## config.mk

```make
export PLATFORM = sky130hd
export DESIGN_NAME = rot_sbox
export DESIGN_NICKNAME = d
export VERILOG_FILES = /design/src/rtl/rot_sbox.sv
export SDC_FILE = /design/constraint.sdc
export NUM_CORES = 1
export LEC_CHECK = 0
export ABC_AREA = 1
export ABC_CLOCK_PERIOD_IN_PS = 11310
export BUFFER_PORTS_ARGS = -buffer_cell sky130_fd_sc_hd__buf_2
export CORE_MARGIN = 2
export CORE_UTILIZATION = 53
export DETAILED_ROUTE_END_ITERATION = 10
export PLACE_DENSITY = 0.71
export SKIP_CTS_REPAIR_TIMING = 1
export SLEW_MARGIN = 20
export SYNTH_ARGS = -nofsm -noshare
export SYNTH_HDL_FRONTEND = slang
export SYNTH_SLANG_ARGS = --single-unit
```

## constraint.sdc

```tcl
create_clock -name clk -period 11.31 [get_ports clk]
set_clock_uncertainty 0.05 [all_clocks]
set_input_delay 0 -clock clk [delete_from_list [all_inputs] [get_ports clk]]
set_output_delay 0 -clock clk [all_outputs]
set_load 0.1 [all_outputs]
```

## src/rtl/rot_sbox.sv

```systemverilog
module rot_sbox (
  input  logic       clk,
  input  logic       rst_n,
  input  logic       start,
  input  logic [7:0] din,
  output logic       busy,
  output logic       done,
  output logic [7:0] dout
);

  localparam int N = 8;
  localparam int CW = $clog2(N);

  function automatic logic [7:0] gf_mul(input logic [7:0] a, input logic [7:0] b);
    logic [7:0] p, aa;
    p = '0;
    aa = a;
    for (int i = 0; i < N; i++) begin
      if (b[i]) p ^= aa;
      aa = {aa[6:0], 1'b0} ^ (aa[7] ? 8'h1b : 8'h00);
    end
    return p;
  endfunction

  // an element of trace one generates a normal basis when the degree is a power of two
  function automatic logic [7:0] find_normal();
    logic [7:0] t, acc;
    for (int b = 2; b < 256; b++) begin
      t = 8'(b);
      acc = t;
      for (int k = 1; k < N; k++) begin
        t = gf_mul(t, t);
        acc ^= t;
      end
      if (acc == 8'h01) return 8'(b);
    end
    return 8'h00;
  endfunction

  localparam logic [7:0] BETA = find_normal();

  function automatic logic [63:0] conj_cols(input logic [7:0] b);
    logic [63:0] c;
    logic [7:0] t;
    t = b;
    c = '0;
    for (int i = 0; i < N; i++) begin
      c[8*i +: 8] = t;
      t = gf_mul(t, t);
    end
    return c;
  endfunction

  localparam logic [63:0] N2P_M = conj_cols(BETA);

  function automatic logic [7:0] n2p(input logic [7:0] a);
    logic [7:0] r;
    r = '0;
    for (int i = 0; i < N; i++) if (a[i]) r ^= N2P_M[8*i +: 8];
    return r;
  endfunction

  function automatic logic [63:0] p2n_cols();
    logic [63:0] c;
    c = '0;
    for (int k = 0; k < N; k++)
      for (int v = 0; v < 256; v++)
        if (n2p(8'(v)) == (8'h01 << k)) c[8*k +: 8] = 8'(v);
    return c;
  endfunction

  localparam logic [63:0] P2N_M = p2n_cols();

  function automatic logic [7:0] p2n(input logic [7:0] a);
    logic [7:0] r;
    r = '0;
    for (int i = 0; i < N; i++) if (a[i]) r ^= P2N_M[8*i +: 8];
    return r;
  endfunction

  // x^254 = x^2 * x^4 * ... * x^128
  function automatic logic [7:0] inv_pow(input logic [7:0] x);
    logic [7:0] sq, r;
    sq = x;
    r = 8'h01;
    for (int i = 1; i < N; i++) begin
      sq = gf_mul(sq, sq);
      r = gf_mul(r, sq);
    end
    return r;
  endfunction

  function automatic logic coord0(input logic [7:0] a);
    logic [7:0] v;
    v = p2n(inv_pow(n2p(a)));
    return v[0];
  endfunction

  function automatic logic [7:0] affine(input logic [7:0] x);
    logic [7:0] y;
    for (int i = 0; i < N; i++)
      y[i] = x[i] ^ x[(i+4)%N] ^ x[(i+5)%N] ^ x[(i+6)%N] ^ x[(i+7)%N];
    return y ^ 8'h63;
  endfunction

  logic [7:0]    rot_q, col_q;
  logic [CW-1:0] cnt_q;
  logic          busy_q, done_q;
  logic          sbit;

  assign sbit = coord0(rot_q);

  always_ff @(posedge clk or negedge rst_n) begin
    if (!rst_n) begin
      rot_q  <= '0;
      col_q  <= '0;
      cnt_q  <= '0;
      busy_q <= 1'b0;
      done_q <= 1'b0;
    end else begin
      done_q <= 1'b0;
      if (busy_q) begin
        rot_q <= {rot_q[0], rot_q[7:1]};
        col_q <= {sbit, col_q[7:1]};
        cnt_q <= cnt_q + CW'(1);
        if (cnt_q == CW'(N-1)) begin
          busy_q <= 1'b0;
          done_q <= 1'b1;
        end
      end else if (start) begin
        rot_q  <= p2n(din);
        cnt_q  <= '0;
        busy_q <= 1'b1;
      end
    end
  end

  assign busy = busy_q;
  assign done = done_q;
  assign dout = affine(n2p(col_q));

endmodule

```

==> results of run 1 <==
## cells by family after synthesis
group | Yosys count | share of synthesized area [%]
AOI/OAI and AO/OA | 132 | 4.20
xor gates and xnor gates | 279 | 14.2
adders and majority gates | 9 | 0.598
buffers and inverters | 549 | 12.9
DFF | 21 | 2.79
and+or+nand+nor | 2784 | 65.3
## worst max-delay path by stage
stage	start	end	slack [ns]
finish	rot_q[4]	col_q[7]	-0.74
global route	rot_q[2]	col_q[7]	-1.66
CTS	rot_q[3]	col_q[7]	-0.58
detailed placement	rot_q[3]	col_q[7]	-0.50
global placement	rot_q[7]	col_q[7]	-0.29
floorplan	rot_q[6]	col_q[7]	-0.38
## registers in the layout (all words and copies together), names as in the netlist
name / flops
rot_q: 8
cnt_q: 3
col_q: 8
busy: 1
done: 1
## layout by cell type, fill, tap and decap left out, types with 11 or more instances in the layout
master    instances
nor2_1          182
o21ai_2          18
xnor2_1          59
or2_1            11
buf_6            21
nor2_2           36
nand3_2          92
xor2_1          149
nand4_1          62
inv_2            99
buf_2            20
nand2_1        1445
inv_4            22
nand3_1         485
nand2_4          85
nand2_2         293
xnor2_2          27
o21ai_1          31
buf_4           607
o21ai_0          24
nand3b_1         68
dfrtp_1          18
inv_1           324
o211ai_1         14
xor2_4           12
xor2_2           28
## metrics by stage
step           util (%)  instances  area (um^2)
6_report           74.3       4814        26200
4_1_cts            66.4       4734        23400
2_1_floorplan         -       3774        19000
3_3_place_gp       66.2       4730        23400
5_1_grt            74.3       4814        26200
3_5_place_dp       66.2       4730        23400
## area by class of cell
class                      instances  area, um^2  area share (%)
inverter                         455        1780            6.80
tap                              461         577            2.20
clock buffer                       4        78.8           0.300
timing repair buffer             663        5160            19.7
sequential                        21         529            2.02
multi-input combinational       3210       18100            69.0
## routing by layer
layer,vias to the layer above,wire [um],GRT usage [%]
li1,13000,-,-
met1,11700,26900,39.4
met2,1094,32900,58.4
met3,282,4420,1.65
met4,0,3150,11.0
met5,-,0,0
## worst reg2reg max path: cells and delay by family (launching register included)
family	cells	cell delay, ns
xor gates and xnor gates	5	1.06
DFF	1	0.43
adders and majority gates	2	0.60
and+or+nand+nor	79	7.49
AOI/OAI and AO/OA	3	0.45
buffers and inverters	19	1.90
==> impl_metrics.tcl, run 1 <==
set metrics [dict create \
    worst_setup_path_end_kind "flip-flop" \
    vias 26100 \
    worst_ep_required_time_ns 11.40 \
    grt_pass1_vias 22100 \
    cts.sinks 21 \
    hp-class "primary input to flip-flop" \
    netlist-cell-type-count 50 \
    violations "setup timing" \
    r2r-end "col_q[7]" \
    start_util_pct 53.4 \
    crit_top_cell "nand2_1" \
    cp_slowest_cell "dfrtp_1" \
    synth_ff_type "dfrtp_1" \
    die_area_um2 37100 \
    drt-total-wl_um 67400 \
    ys_seq_elements 21 \
    synth_area_um2 18800 \
    viasPerCell 5.42 \
    arrival_ns 12.15 \
    synth_area_leaders "nand2_1, nand3_1, xor2_1" \
    finalSetupTns_ns -0.744 \
    drtAntennaViolNets 0 \
    worstRegToRegCells 108 \
    hold_viol 0 \
    cts_inserted_buffers 3 \
    insertion_delay_ns 0.25 \
    relSlewSlack_pct 57.5 \
    critPathLaunchType "flip-flop" \
    synth-async-reset-ratio_pct 100 \
    grt_max_degree 22 \
    setup_ws_ns -0.744 \
    htree_num_levels 1 \
    synth-edff-count 0 \
    reg2reg_from "rot_q[4]" \
    fin_nets 4374 \
    timing.final.crit_share_pct 107 \
    post-place-ws_ns -0.499 \
    nFillCells 2912 \
    crit_buf_inv 19 \
    syn2layout_area_growth_pct 39.2 \
    cts_root_buffer "clkbuf_16" \
    clockBufferDepth 2 \
    layout_min_cycle_time_ns 12.05 \
    yosysSeqAreaShare_pct 2.79 \
    drt_iter0_drc 2011 \
    die_w_um 193 \
    fmax_mhz 83.0 \
    finalSetupViolCount 1 \
    min_from "din[5]" \
    slowest_delay_ns 0.43 \
    io_buffers 20 \
    yosys.area.top_type_share_pct 32.9 \
    fp.dieH_um 193 \
    syn-num-nets 3794 \
    crit_path_max_fanout 10 \
    dr.pass1.iters 6 \
    netlist_instances 3774 \
    slew_violations 0 \
    rsz0062_at_grt "true" \
    grt_pass1_wl_um 99600 \
    antenna_found_initial 0 \
    io_pins 21 \
    core_um2 35300 \
    ys_warn_count 0 \
    drive_above_1_share_pct 32.8 \
    synthesis.area_per_instance_um2 4.99 \
    synth_largest_area_cell "nand2_1" \
    track_usage_pct 31.8 \
    path_clk_slew_ns 0.06 \
    hold_end "rot_q[0]" \
    dp_hpwl_um 50200 \
    place_congestion 0.985 \
    wl_per_cell_um 14.0 \
    timing.hold.ws_ns 0.0380 \
    cts_tree "yes" \
    hold_depth 3 \
    crit_type "flip-flop to flip-flop" \
    n_antenna_cell 0 \
    r2r_slack_ns -0.74 \
    overflow 0 \
    status "finished, violations left" \
    drcViolationCount 0 \
    crit_family "simple AND/OR/NAND/NOR gates" \
    num_rows 69 \
    cp.depth 108 \
    tightest_slew_ns 0.637 \
    maxCapViolations 0 \
    synth_common_cells "nand2_1, nand3_1, inv_1" \
    synth.most_common_cell "nand2_1" \
]
Power of run 1 is left out: the tool's default activity adds up to more than one toggle a clock period on the data nets, which glitch-free logic cannot reach.
==> run 2, diff against run 1 <==
- CORE_UTILIZATION: 53 -> 50
- PLACE_DENSITY: 0.71 -> 0.76
==> run 2 against run 1 <==
Compared with the run above:
- the flow still finishes with violations (setup timing)
- wire length decreased by 3.3%
- final cell count is 0.83% higher
- non-clock buffer count shrank 8
- critical endpoint unchanged
- highest routed layer unchanged
==> impl_metrics.tcl, run 2 (synthesis gave the netlist of run 1 again) <==
set metrics [dict create \
    cp_slowest_cell "dfrtp_1" \
    io_buffers 20 \
    critPathLaunchType "flip-flop" \
    fin_nets 4364 \
    grt.busiest_layer "met2" \
    core_um2 37400 \
    setup_ws_ns -0.793 \
    viasPerCell 5.39 \
    htree_num_levels 1 \
    start_util_pct 50.4 \
    grt_pass1_wl_um 102000 \
    num_rows 71 \
    wl_per_cell_um 13.4 \
    timing.final.crit_share_pct 107 \
    clockBufferDepth 2 \
    layout_min_cycle_time_ns 12.10 \
    slowest_delay_ns 0.42 \
    path_clk_slew_ns 0.06 \
    fin_cells 4854 \
    cts_tree "yes" \
    n_antenna_cell 0 \
    grt_max_degree 22 \
    io_pins 21 \
    worst_setup_path_end_kind "flip-flop" \
    die_w_um 198 \
    mostFrequentLayoutCells "nand2_1, buf_4, nand3_1" \
    place_congestion 0.992 \
    maxCapViolations 0 \
    cts_root_buffer "clkbuf_16" \
    tightest_slew_ns 0.643 \
    use_met3_pct 2.28 \
    overflow 0 \
    drtAntennaViolNets 0 \
    cts.sinks 21 \
    dr.pass1.iters 7 \
    fmax_mhz 82.6 \
    crit_top_cell "nand2_1" \
    die_area_um2 39300 \
    relSlewSlack_pct 57.2 \
    syn2layout_area_growth_pct 35.7 \
    layout_commonest_cell "nand2_1" \
    post-place-ws_ns -0.636 \
    placed_cell_area_um2 23700 \
    track_usage_pct 30.2 \
    cts_inserted_buffers 3 \
    vias 26200 \
    status "finished, violations left" \
    arrival_ns 12.19 \
    insertion_delay_ns 0.25 \
    finalSetupViolCount 1 \
    crit_path_max_fanout 7 \
    top_regs "col_q (8), rot_q (8), cnt_q (3)" \
    design_area_um2 25600 \
    slew_violations 0 \
    grt_pass1_vias 23200 \
    fp.dieH_um 198 \
    dp_hpwl_um 49700 \
    hp-class "primary input to flip-flop" \
    violations "setup timing" \
    crit_type "flip-flop to flip-flop" \
    antenna_found_initial 0 \
    drcViolationCount 0 \
    worst_ep_required_time_ns 11.40 \
    gr-usage-met1_pct 37.3 \
    dp_cells 4801 \
    drive_above_1_share_pct 28.9 \
    drt_iter0_drc 2014 \
    hold_viol 0 \
    drt-total-wl_um 65100 \
    met2_usage_pct 54.8 \
    rsz0062_at_grt "true" \
]
[run 2: layer usage]
metal	up-vias	routed length (um)	share of wire, %
met5	-	0	0
met4	0	2630	4.0
met3	285	4940	7.6
met2	1227	31600	49
met1	11700	25900	40
li1	13000	-	-
[run 2: final timing paths]
kind / endpoint / cells after the start / slack, ns / start
setup / recovery: col_q[7] / 124 / -0.79 / rot_q[2]
hold / removal: rot_q[1] / 3 / 0.03 / start
setup reg to reg: col_q[7] / 124 / -0.79 / rot_q[2]
hold reg to reg: cnt_q[0] / 1 / 0.46 / cnt_q[0]
max in group asynchronous: rot_q[1] / 2 / 10.70 / rst_n
min in group asynchronous: rot_q[0] / 2 / 0.19 / rst_n
[run 2: worst max-delay path: cells and delay by family, from the launching register on]
family,cells,cell delay (ns)
flip-flops,1,0.42
buffers and inverters,19,1.61
AND/OR/NAND/NOR,100,9.04
adder cells (fa/ha/maj),2,0.41
XOR/XNOR,1,0.20
AO/OA/AOI/OAI,2,0.26
[run 2: cell type report]
type	instances	area (um^2)
inverter	455	1760
fill	3115	11800
sequential	21	526
clock buffer	3	75.1
multi-input combinational	3208	17400
clock inverter	1	5.00
timing repair buffer	655	5190
tap	511	639
[run 2: through the flow]
step / hold WS (ns) / setup TNS (ns) / util (%)
CTS: -0.340 / -0.702 / 63.6
detailed placement: -0.0710 / -0.636 / 63.3
floorplan: -0.346 / -0.375 / -
global route: 0.0549 / -1.88 / 68.4
global placement: -0.0718 / -0.190 / 63.3
finish: 0.0271 / -0.793 / 68.4
Power of run 2 is left out for the same reason.
==> run 3, diff against run 2 <==
- GPL_TIMING_DRIVEN: default -> 1
- MAX_ROUTING_LAYER: default -> met4
==> run 3 against run 2 <==
Compared with the run above:
- sequential share of layout area is 0.11 points lower
- the run still ends with setup timing left
- die area stayed put
- global-route usage is 1.5 points higher
- via count is 4.5% higher
- critical endpoint unchanged
- hold slack better by 0.013 ns
==> impl_metrics.tcl, run 3 (synthesis gave the netlist of run 1 again) <==
set metrics [dict create \
    status "finished, violations left" \
    violations "setup timing" \
    timing.hold.ws_ns 0.0400 \
    layout_commonest_cell "nand2_1" \
    hp-class "primary input to flip-flop" \
    drtAntennaViolNets 0 \
    htree_num_levels 1 \
    grt_pass1_vias 23200 \
    overflow 0 \
    antenna_found_initial 0 \
    num_rows 71 \
    dp_hpwl_um 50700 \
    fin_cells 4934 \
    path_clk_slew_ns 0.06 \
    maxCapViolations 0 \
    top_regs "col_q (8), rot_q (8), cnt_q (3)" \
    hold_viol 0 \
    worst_ep_required_time_ns 11.40 \
    relSlewSlack_pct 53.4 \
    viasPerCell 5.54 \
    finalSetupViolCount 1 \
    fin_nets 4444 \
    critPathLaunchType "flip-flop" \
    nFillCells 2743 \
    dr.pass1.iters 7 \
    cts_root_buffer "clkbuf_16" \
    drive_above_1_share_pct 34.8 \
    timing.final.crit_share_pct 110 \
    arrival_ns 12.58 \
    vias 27300 \
    cts_tree "yes" \
    clockBufferDepth 2 \
    grt_max_degree 26 \
    mostFrequentLayoutCells "nand2_1, buf_4, nand3_1" \
    place_congestion 1.03 \
    wl_per_cell_um 14.6 \
    layout_min_cycle_time_ns 12.49 \
    dp_cells 4831 \
    cp_slowest_cell "dfrtp_2" \
    setup_ws_ns -1.18 \
    fmax_mhz 80.1 \
    io_buffers 20 \
    worst_setup_path_end_kind "flip-flop" \
    cts_inserted_buffers 3 \
    syn2layout_area_growth_pct 44.3 \
    slowest_delay_ns 0.46 \
    core_um2 37400 \
    tightest_slew_ns 0.699 \
    track_usage_pct 31.8 \
    cts.sinks 21 \
    drt_iter0_drc 2537 \
    drcViolationCount 0 \
    crit_top_cell "nand2_2" \
    start_util_pct 50.4 \
    crit_type "flip-flop to flip-flop" \
    fp.dieH_um 198 \
    drt-total-wl_um 72300 \
    slew_violations 0 \
    post-place-ws_ns -0.571 \
    rsz0062_at_grt "true" \
    crit_path_max_fanout 7 \
    placed_cell_area_um2 23800 \
    die_w_um 198 \
    design_area_um2 27200 \
    io_pins 21 \
    n_antenna_cell 0 \
    insertion_delay_ns 0.25 \
    die_area_um2 39300 \
    grt_pass1_wl_um 103000 \
]
## run 3: cell count changes in the layout (fill, tap and decap cells not counted), moves of 7 or more
cell	delta
nor2_1	-18
nand2_2	+73
nor2_2	+12
nand2_4	+27
nand2_1	-100
nand3_1	-59
o21ai_1	-10
o21ai_2	+7
buf_4	+79
nand3_2	+55
## run 3: per-layer routing
metal	GRT usage [%]	wire length, um	vias to the layer above
met1	37.5	27200	12300
met3	2.81	6030	446
met5	-	0	-
li1	-	-	13100
met2	55.9	35100	1482
met4	11.9	3970	0
## run 3: final timing paths
check | startpoint | endpoint | slack, ns | cells after the start
min in group asynchronous | rst_n | done | 0.21 | 2
worst max register to register | rot_q[7] | col_q[7] | -1.18 | 108
max in group asynchronous | rst_n | rot_q[7] | 10.64 | 2
worst max-delay path | rot_q[7] | col_q[7] | -1.18 | 108
worst min-delay path | din[5] | rot_q[0] | 0.04 | 3
worst min register to register | cnt_q[2] | cnt_q[2] | 0.47 | 1
## run 3: critical path, delay by kind of cell (launching register included)
family                     cells  cell delay (ns)
DFF                            1             0.46
adders and majority gates      2             0.58
and+or+nand+nor               80             7.94
xor gates and xnor gates       7             1.36
buffers and inverters         19             1.97
## run 3: final cells by class
class	instances	area (um^2)	area share, %
Clock inverter	1	5.00	0.0184
Multi-Input combinational cell	3208	18400	67.7
Tap cell	511	639	2.35
Sequential cell	21	529	1.95
Inverter	455	1780	6.55
Clock buffer	3	75.1	0.276
Timing Repair Buffer	735	5770	21.2
## run 3: stage by stage
stage                     util [%]  setup TNS [ns]
final                         72.7           -1.18
after CTS                     63.9          -0.762
after floorplan                  -          -0.375
after global placement        63.6          -0.260
after global routing          72.7           -1.95
after detailed placement      63.6          -0.571
Power of run 3 is left out for the same reason.
